===== config.mk =====
export PLATFORM = sky130hd
export DESIGN_NAME = mgmt_indirect_bridge
export DESIGN_NICKNAME = d
export VERILOG_FILES = /design/src/rtl/mib_pkg.sv /design/src/rtl/mib_sync.sv /design/src/rtl/mib_frame.sv /design/src/rtl/mib_regs.sv /design/src/rtl/mgmt_indirect_bridge.sv
export SDC_FILE = /design/constraint.sdc
export NUM_CORES = 2
export LEC_CHECK = 0
export BUFFER_PORTS_ARGS = -buffer_cell sky130_fd_sc_hd__buf_2
export CELL_PAD_IN_SITES_DETAIL_PLACEMENT = 0
export CELL_PAD_IN_SITES_GLOBAL_PLACEMENT = 1
export CORE_MARGIN = 2
export CORE_UTILIZATION = 42
export CTS_BUF_LIST = sky130_fd_sc_hd__clkbuf_16
export DETAILED_ROUTE_END_ITERATION = 10
export GPL_TIMING_DRIVEN = 0
export PLACE_DENSITY_LB_ADDON = 0.1
export REMOVE_ABC_BUFFERS = 1
export SLEW_MARGIN = 25
export SYNTH_ARGS = -nofsm -noshare
export SYNTH_HDL_FRONTEND = slang
export SYNTH_SLANG_ARGS = --single-unit

===== constraint.sdc =====
create_clock -name clk -period 3.5 [get_ports clk]
set_input_delay 0.35 -clock clk [delete_from_list [all_inputs] [get_ports clk]]
set_output_delay 0.35 -clock clk [all_outputs]
set_load 0.01 [all_outputs]

===== src/rtl/mib_pkg.sv =====
`timescale 1ns/1ps
package mib_pkg;
   localparam int unsigned WORD_W  = 16;
   localparam int unsigned FIELD_W = 5;

   typedef logic [WORD_W-1:0]  word_t;
   typedef logic [FIELD_W-1:0] field_t;

   typedef enum logic [2:0] {
      FS_PRE, FS_START, FS_OP, FS_PHY, FS_REG, FS_TA, FS_DATA
   } frame_st_e;

   // access register numbers (the station's software depends on them)
   localparam field_t RA_CMD   = 5'd21;
   localparam field_t RA_ADDR  = 5'd23;
   localparam field_t RA_WDATA = 5'd24;
   localparam field_t RA_RDATA = 5'd25;
   localparam field_t RA_CTRL  = 5'd31;

   localparam word_t ARM_CODE  = 16'h000E;
   localparam word_t CMD_STORE = 16'h0003;
   localparam word_t CMD_FETCH = 16'h0001;
endpackage


===== src/rtl/mib_sync.sv =====
`timescale 1ns/1ps
module mib_sync #(
   parameter int unsigned STAGES = 2
) (
   input  logic clk,
   input  logic rst_n,
   input  logic mdc,
   input  logic mdio_i,
   output logic mdc_rise,
   output logic mdc_fall,
   output logic mdio_s
);
   logic [STAGES-1:0] mdc_sh;
   logic [STAGES-1:0] dio_sh;
   logic              mdc_d;

   always_ff @(posedge clk or negedge rst_n) begin
      if (!rst_n) begin
         mdc_sh <= '0;
         dio_sh <= '1;
         mdc_d  <= 1'b0;
      end else begin
         mdc_sh <= {mdc_sh[STAGES-2:0], mdc};
         dio_sh <= {dio_sh[STAGES-2:0], mdio_i};
         mdc_d  <= mdc_sh[STAGES-1];
      end
   end

   assign mdc_rise = mdc_sh[STAGES-1] & ~mdc_d;
   assign mdc_fall = ~mdc_sh[STAGES-1] & mdc_d;
   assign mdio_s   = dio_sh[STAGES-1];
endmodule


===== src/rtl/mib_frame.sv =====
`timescale 1ns/1ps
module mib_frame
   import mib_pkg::*;
#(
   parameter int unsigned PRE_MIN = 32
) (
   input  logic   clk,
   input  logic   rst_n,
   input  logic   mdc_rise,
   input  logic   mdc_fall,
   input  logic   mdio_s,
   input  field_t phy_strap,
   input  word_t  rd_word,
   output field_t cur_reg,
   output logic   wr_stb,
   output word_t  wr_word,
   output logic   phy_hit,
   output logic   mdio_o,
   output logic   mdio_oe
);
   localparam int unsigned CNT_MAX = (PRE_MIN > WORD_W) ? PRE_MIN : WORD_W;
   localparam int unsigned CNT_W   = $clog2(CNT_MAX + 1);
   localparam logic [CNT_W-1:0] PRE_LIM  = CNT_W'(PRE_MIN);
   localparam logic [CNT_W-1:0] FLD_LAST = CNT_W'(FIELD_W - 1);
   localparam logic [CNT_W-1:0] DAT_LAST = CNT_W'(WORD_W - 1);

   frame_st_e        st;
   logic [CNT_W-1:0] cnt;
   logic             op_hi;
   logic             op_rd;
   field_t           phy_sh;
   field_t           reg_sh;
   word_t            dat_sh;

   always_ff @(posedge clk or negedge rst_n) begin
      if (!rst_n) begin
         st      <= FS_PRE;
         cnt     <= '0;
         op_hi   <= 1'b0;
         op_rd   <= 1'b0;
         phy_sh  <= '0;
         reg_sh  <= '0;
         dat_sh  <= '0;
         phy_hit <= 1'b0;
         wr_stb  <= 1'b0;
      end else begin
         wr_stb <= 1'b0;
         if (mdc_rise) begin
            unique case (st)
               FS_PRE: begin
                  if (mdio_s) begin
                     if (cnt != PRE_LIM) cnt <= cnt + 1'b1;
                  end else if (cnt >= PRE_LIM) begin
                     st  <= FS_START;
                     cnt <= '0;
                  end else begin
                     cnt <= '0;
                  end
               end
               FS_START: begin
                  cnt <= '0;
                  st  <= mdio_s ? FS_OP : FS_PRE;
               end
               FS_OP: begin
                  if (cnt == '0) begin
                     op_hi <= mdio_s;
                     cnt   <= cnt + 1'b1;
                  end else begin
                     cnt   <= '0;
                     op_rd <= op_hi;
                     st    <= (op_hi ^ mdio_s) ? FS_PHY : FS_PRE;
                  end
               end
               FS_PHY: begin
                  phy_sh <= {phy_sh[FIELD_W-2:0], mdio_s};
                  if (cnt == FLD_LAST) begin
                     cnt <= '0;
                     st  <= FS_REG;
                  end else begin
                     cnt <= cnt + 1'b1;
                  end
               end
               FS_REG: begin
                  reg_sh <= {reg_sh[FIELD_W-2:0], mdio_s};
                  if (cnt == FLD_LAST) begin
                     cnt     <= '0;
                     st      <= FS_TA;
                     phy_hit <= (phy_sh == phy_strap);
                  end else begin
                     cnt <= cnt + 1'b1;
                  end
               end
               FS_TA: begin
                  if (cnt == '0) begin
                     cnt <= cnt + 1'b1;
                  end else begin
                     cnt    <= '0;
                     st     <= FS_DATA;
                     dat_sh <= op_rd ? rd_word : '0;
                  end
               end
               FS_DATA: begin
                  dat_sh <= {dat_sh[WORD_W-2:0], mdio_s};
                  if (cnt == DAT_LAST) begin
                     cnt    <= '0;
                     st     <= FS_PRE;
                     wr_stb <= ~op_rd & phy_hit;
                  end else begin
                     cnt <= cnt + 1'b1;
                  end
               end
               default: begin
                  st  <= FS_PRE;
                  cnt <= '0;
               end
            endcase
         end
      end
   end

   // reply path: line changes only after a falling MDC edge
   always_ff @(posedge clk or negedge rst_n) begin
      if (!rst_n) begin
         mdio_oe <= 1'b0;
         mdio_o  <= 1'b0;
      end else if (mdc_fall) begin
         mdio_oe <= (st == FS_DATA) & op_rd & phy_hit;
         mdio_o  <= ((st == FS_DATA) & op_rd & phy_hit) ? dat_sh[WORD_W-1] : 1'b0;
      end
   end

   assign cur_reg = reg_sh;
   assign wr_word = dat_sh;
endmodule


===== src/rtl/mib_regs.sv =====
`timescale 1ns/1ps
module mib_regs
   import mib_pkg::*;
#(
   parameter int unsigned DEPTH = 64,
   parameter logic [15:0] BASE  = 16'h0000
) (
   input  logic   clk,
   input  logic   rst_n,
   input  logic   wr_stb,
   input  field_t wr_reg,
   input  word_t  wr_word,
   input  field_t rd_reg,
   output word_t  rd_word,
   output word_t  ctrl_q,
   output word_t  rdata_q
);
   localparam int unsigned IDX_W   = $clog2(DEPTH);
   localparam word_t       DEPTH_W = word_t'(DEPTH);

   word_t              addr_q;
   word_t              wdata_q;
   word_t              offs;
   logic               in_rng;
   logic [IDX_W-1:0]   idx;
   logic               cmd_ok;
   logic               do_store;
   logic               do_fetch;
   word_t              cells [DEPTH];

   assign offs     = addr_q - BASE;
   assign in_rng   = offs < DEPTH_W;
   assign idx      = offs[IDX_W-1:0];
   assign cmd_ok   = wr_stb & (wr_reg == RA_CMD) & (ctrl_q == ARM_CODE);
   assign do_store = cmd_ok & (wr_word == CMD_STORE);
   assign do_fetch = cmd_ok & (wr_word == CMD_FETCH);

   always_ff @(posedge clk or negedge rst_n) begin
      if (!rst_n) begin
         ctrl_q  <= '0;
         addr_q  <= '0;
         wdata_q <= '0;
      end else if (wr_stb) begin
         unique case (wr_reg)
            RA_CTRL:  ctrl_q  <= wr_word;
            RA_ADDR:  addr_q  <= wr_word;
            RA_WDATA: wdata_q <= wr_word;
            default:  ;
         endcase
      end
   end

   for (genvar g = 0; g < DEPTH; g++) begin : g_cell
      word_t q;
      always_ff @(posedge clk or negedge rst_n) begin
         if (!rst_n) q <= '0;
         else if (do_store && in_rng && (idx == IDX_W'(g))) q <= wdata_q;
      end
      assign cells[g] = q;
   end

   always_ff @(posedge clk or negedge rst_n) begin
      if (!rst_n)        rdata_q <= '0;
      else if (do_fetch) rdata_q <= in_rng ? cells[idx] : '0;
   end

   always_comb begin
      unique case (rd_reg)
         RA_CTRL:  rd_word = ctrl_q;
         RA_ADDR:  rd_word = addr_q;
         RA_WDATA: rd_word = wdata_q;
         RA_RDATA: rd_word = rdata_q;
         default:  rd_word = '0;
      endcase
   end
endmodule


===== src/rtl/mgmt_indirect_bridge.sv =====
`timescale 1ns/1ps
module mgmt_indirect_bridge
   import mib_pkg::*;
#(
   parameter int unsigned SYNC_STAGES = 2,
   parameter int unsigned PRE_MIN     = 32,
   parameter int unsigned DEPTH       = 64,
   parameter logic [15:0] BASE        = 16'h0000
) (
   input  logic       clk,
   input  logic       rst_n,
   input  logic [4:0] phy_addr_strap,
   input  logic       mdc,
   input  logic       mdio_i,
   output logic       mdio_o,
   output logic       mdio_oe
);
   if (SYNC_STAGES < 2) begin : g_bad_sync
      $error("SYNC_STAGES must be at least 2");
   end
   if (PRE_MIN < 1) begin : g_bad_pre
      $error("PRE_MIN must be at least 1");
   end
   if ((DEPTH < 2) || (DEPTH != (1 << $clog2(DEPTH)))) begin : g_bad_depth
      $error("DEPTH must be a power of two of at least 2");
   end
   if ((int'(BASE) + DEPTH) > 65536) begin : g_bad_base
      $error("array window exceeds the internal address space");
   end

   logic   mdc_rise;
   logic   mdc_fall;
   logic   mdio_s;
   field_t cur_reg;
   logic   wr_stb;
   word_t  wr_word;
   logic   phy_hit;
   word_t  rd_word;
   word_t  ctrl_q;
   word_t  rdata_q;

   mib_sync #(.STAGES(SYNC_STAGES)) u_sync (
      .clk      (clk),
      .rst_n    (rst_n),
      .mdc      (mdc),
      .mdio_i   (mdio_i),
      .mdc_rise (mdc_rise),
      .mdc_fall (mdc_fall),
      .mdio_s   (mdio_s)
   );

   mib_frame #(.PRE_MIN(PRE_MIN)) u_frame (
      .clk       (clk),
      .rst_n     (rst_n),
      .mdc_rise  (mdc_rise),
      .mdc_fall  (mdc_fall),
      .mdio_s    (mdio_s),
      .phy_strap (phy_addr_strap),
      .rd_word   (rd_word),
      .cur_reg   (cur_reg),
      .wr_stb    (wr_stb),
      .wr_word   (wr_word),
      .phy_hit   (phy_hit),
      .mdio_o    (mdio_o),
      .mdio_oe   (mdio_oe)
   );

   mib_regs #(.DEPTH(DEPTH), .BASE(BASE)) u_regs (
      .clk     (clk),
      .rst_n   (rst_n),
      .wr_stb  (wr_stb),
      .wr_reg  (cur_reg),
      .wr_word (wr_word),
      .rd_reg  (cur_reg),
      .rd_word (rd_word),
      .ctrl_q  (ctrl_q),
      .rdata_q (rdata_q)
   );
endmodule


==> results.toml <==
[outcome]
status = "finished clean"

[yosys]
yosysWarningCount = 0
netlist_instances = 3588
syn_area_um2 = 52520
avgSynthCellArea_um2 = 14.64
async_reset_ff_share_pct = 100.0
synth_area_leader_cell = "dfrtp_1"
synth_top_area_share_pct = 53.94
yosys-top-cells-area = "dfrtp_1 (54%), mux2_2 (19%), mux4_2 (6.9%)"
synth_cell_type_count = 65
ys_ff_latch = 1134
seq_area_frac_synth_pct = 54.04
ys.flop_type = "dfrtp_1"
synth_edf_count = 0

[floorplan]
rows = 129
core_um2 = 124000
io-pin-count = 11
chipWidth_um = 357.6
start_util_pct = 42.37
die_h_um = 357.6
dieArea_um2 = 127900

[pwr]
power-per-cell-area_nw_per_um2 = 445.9
leakagePower_nw = 28.05
ir_drop_mv = 0.5213
fin_total_pwr_mw = 26.38

[clocking]
cts_sinks = 1134
cts.htree.levels = 4
path_clk_slew_ns = 0.06
cts_tree = "yes"
cts_buffers = 133
insertion_delay_ns = 0.76
clock_path_buffers = 3
cts_root_buffer = "clkbuf_16"

[placement]
gp_congestion = 0.8233
hpwl_mm = 89.57
place_ws_ns = -0.7863
portBuffers = 10
dp_cells = 4981
placed_area_um2 = 54600

[timing]
fin_skew_ns = 0.02893
slew_headroom_pct = 35.96
finalCritPeriodShare_pct = 98.87
finalSetupViolCount = 0
slew_viol_final = 0
finalWorstSetupSlack_ns = 0.03948
fin_crit_ns = 3.461
fmax_mhz = 289.0
worst_pin_slew_ns = 0.9519
hold_viol = 0

[cells_and_area]
final_core_util_pct = 47.72
fin_area_um2 = 59160
fin_nets = 3519
fin_cells = 5254
drive_gt1_share_pct = 40.14
layout_commonest_cell = "dfrtp_1"
syn2layout_area_growth_pct = 12.64
largest_reg_flops = 1024
regMostFlops = "u_regs.g_cell.q"
final_cell_mix = "dfrtp_1 (1,111), mux2_2 (873), mux2i_1 (208)"

[min_path]
hp-class = "input pin to asynchronous set/reset pin"

[global_route]
grt_pass1_wl_mm = 212.6
grt_pass1_vias = 33110
gr-usage-met2_pct = 35.52
met1_usage_pct = 31.13
grt_max_degree = 138
antenna_found_initial = 4
grt_busiest_layer = "met2"
gr-usage-met3_pct = 3.537
grt_use_total_pct = 22.19
grt-ovfl-total = 0

[setup_path]
cp_slowest_cell = "nor3b_1"
path_delay_family = "simple AND/OR/NAND/NOR gates"
path_class = "register to register"
slowest_delay_ns = 0.63
required_ns = 4.11
path_max_fanout = 16
critical_path_buf_inv_count = 1
end_kind = "register"
critPathArrivalTime_ns = 4.08
cp-start-kind = "register"
cp_cell_sequence = "nor3b_1, nand4_2, or4_4, buf_16, nor2_4, mux2_2"

[detailed_routing]
vias = 30420
drc = 0
antenna_left = 0
drtIter0Drc = 1980
first_pass_iters = 5
drt-total-wl_mm = 139.0
wire_per_inst_um = 26.46
viasPerCell = 5.789

[job]
drv_cap = 0
cell families (layout without fill, tap and decap cells):
| kind of cell | count (synthesis) | in the layout | synth area share (%) |
|---|---|---|---|
| mux | 1452 | 1452 | 34.14 |
| flops | 1134 | 1134 | 54.04 |
| simple gates | 351 | 351 | 4.398 |
| buf+inv | 324 | 351 | 3.116 |
| compound gates | 316 | 316 | 4.112 |
| xor+xnor | 9 | 9 | 0.1501 |
| fa+ha+maj | 2 | 2 | 0.04764 |
| other cells | 0 | 2 | 0 |
repair_timing:
item                       in CTS  in global routing
buffers inserted               17                  7
pin swaps                       5                  7
setup endpoints to repair      28                109
gates resized for setup        17                  5
hold buffers                    5                  0
hold endpoints to repair      348                  0
synthesized netlist by cell type (4+ instances only):
library cell / number
nand2_2: 13
nor2_8: 20
nand3_1: 16
nor4_1: 31
mux4_2: 160
nand2_4: 20
nand2b_1: 11
nand4b_1: 4
buf_2: 7
mux2i_1: 208
mux2_4: 10
a22oi_1: 160
nand4_1: 16
dfrtp_1: 1132
a21oi_1: 42
nand2_1: 105
o22ai_1: 64
buf_6: 41
o2bb2ai_1: 16
nor3_1: 19
nor2_2: 12
mux2_1: 201
inv_1: 5
clkbuf_1: 194
buf_1: 60
nor2b_1: 12
o21ai_0: 23
buf_4: 13
nor2_1: 36
xor2_1: 7
mux2_2: 873
final timing paths:
path	start	endpoint	slack, ns	cells past startpoint
max	u_frame.wr_word[15]$_DFFE_PN0P_	u_regs.g_cell[33].q[5]$_DFFE_PN0P_	0.04	6
min	rst_n	u_regs.g_cell[0].q[10]$_DFFE_PN0P_	0.12	2
max reg2reg	u_frame.wr_word[15]$_DFFE_PN0P_	u_regs.g_cell[33].q[5]$_DFFE_PN0P_	0.04	6
min reg2reg	u_sync.mdc_sh[0]$_DFF_PN0_	u_sync.mdc_sh[1]$_DFF_PN0_	0.35	0
max in group asynchronous	rst_n	u_regs.g_cell[44].q[7]$_DFFE_PN0P_	1.25	5
min in group clk	mdio_i	u_sync.dio_sh[0]$_DFF_PN1_	0.25	2
layout make-up:
type                       instances  area [um^2]
fill                           10540        64800
multi-input combinational       2130        22800
inverter                           5        18.77
sequential                      1134        28450
antenna                            2        5.005
clock inverter                   104        599.3
tap                             1637         2048
clock buffer                     138         3453
timing repair buffer             104         1782
power breakdown:
| part | internal, mW | switching, mW | total [mW] |
|---|---|---|---|
| Sequential | 13.1 | 0.0164 | 13.1 |
| Clock | 7.41 | 5.47 | 12.9 |
| Combinational | 0.0609 | 0.294 | 0.355 |
| Total | 20.6 | 5.78 | 26.4 |
routing by layer:
layer	part of all wire, %	wire (um)	vias to the layer above
li1	-	-	13190
met1	46	64170	16480
met2	47	65940	547
met3	3.7	5104	208
met4	2.7	3810	0
met5	0	0	-
stage by stage:
step	hold slack, ns	TNS, ns
after detailed placement	0.2723	-8.648
after floorplan	0.05441	-
final	0.1225	0
after global routing	0.1066	-0.0002705
after CTS	0.07728	0
after global placement	0.3431	-
Power figures use the tool's default switching activity.
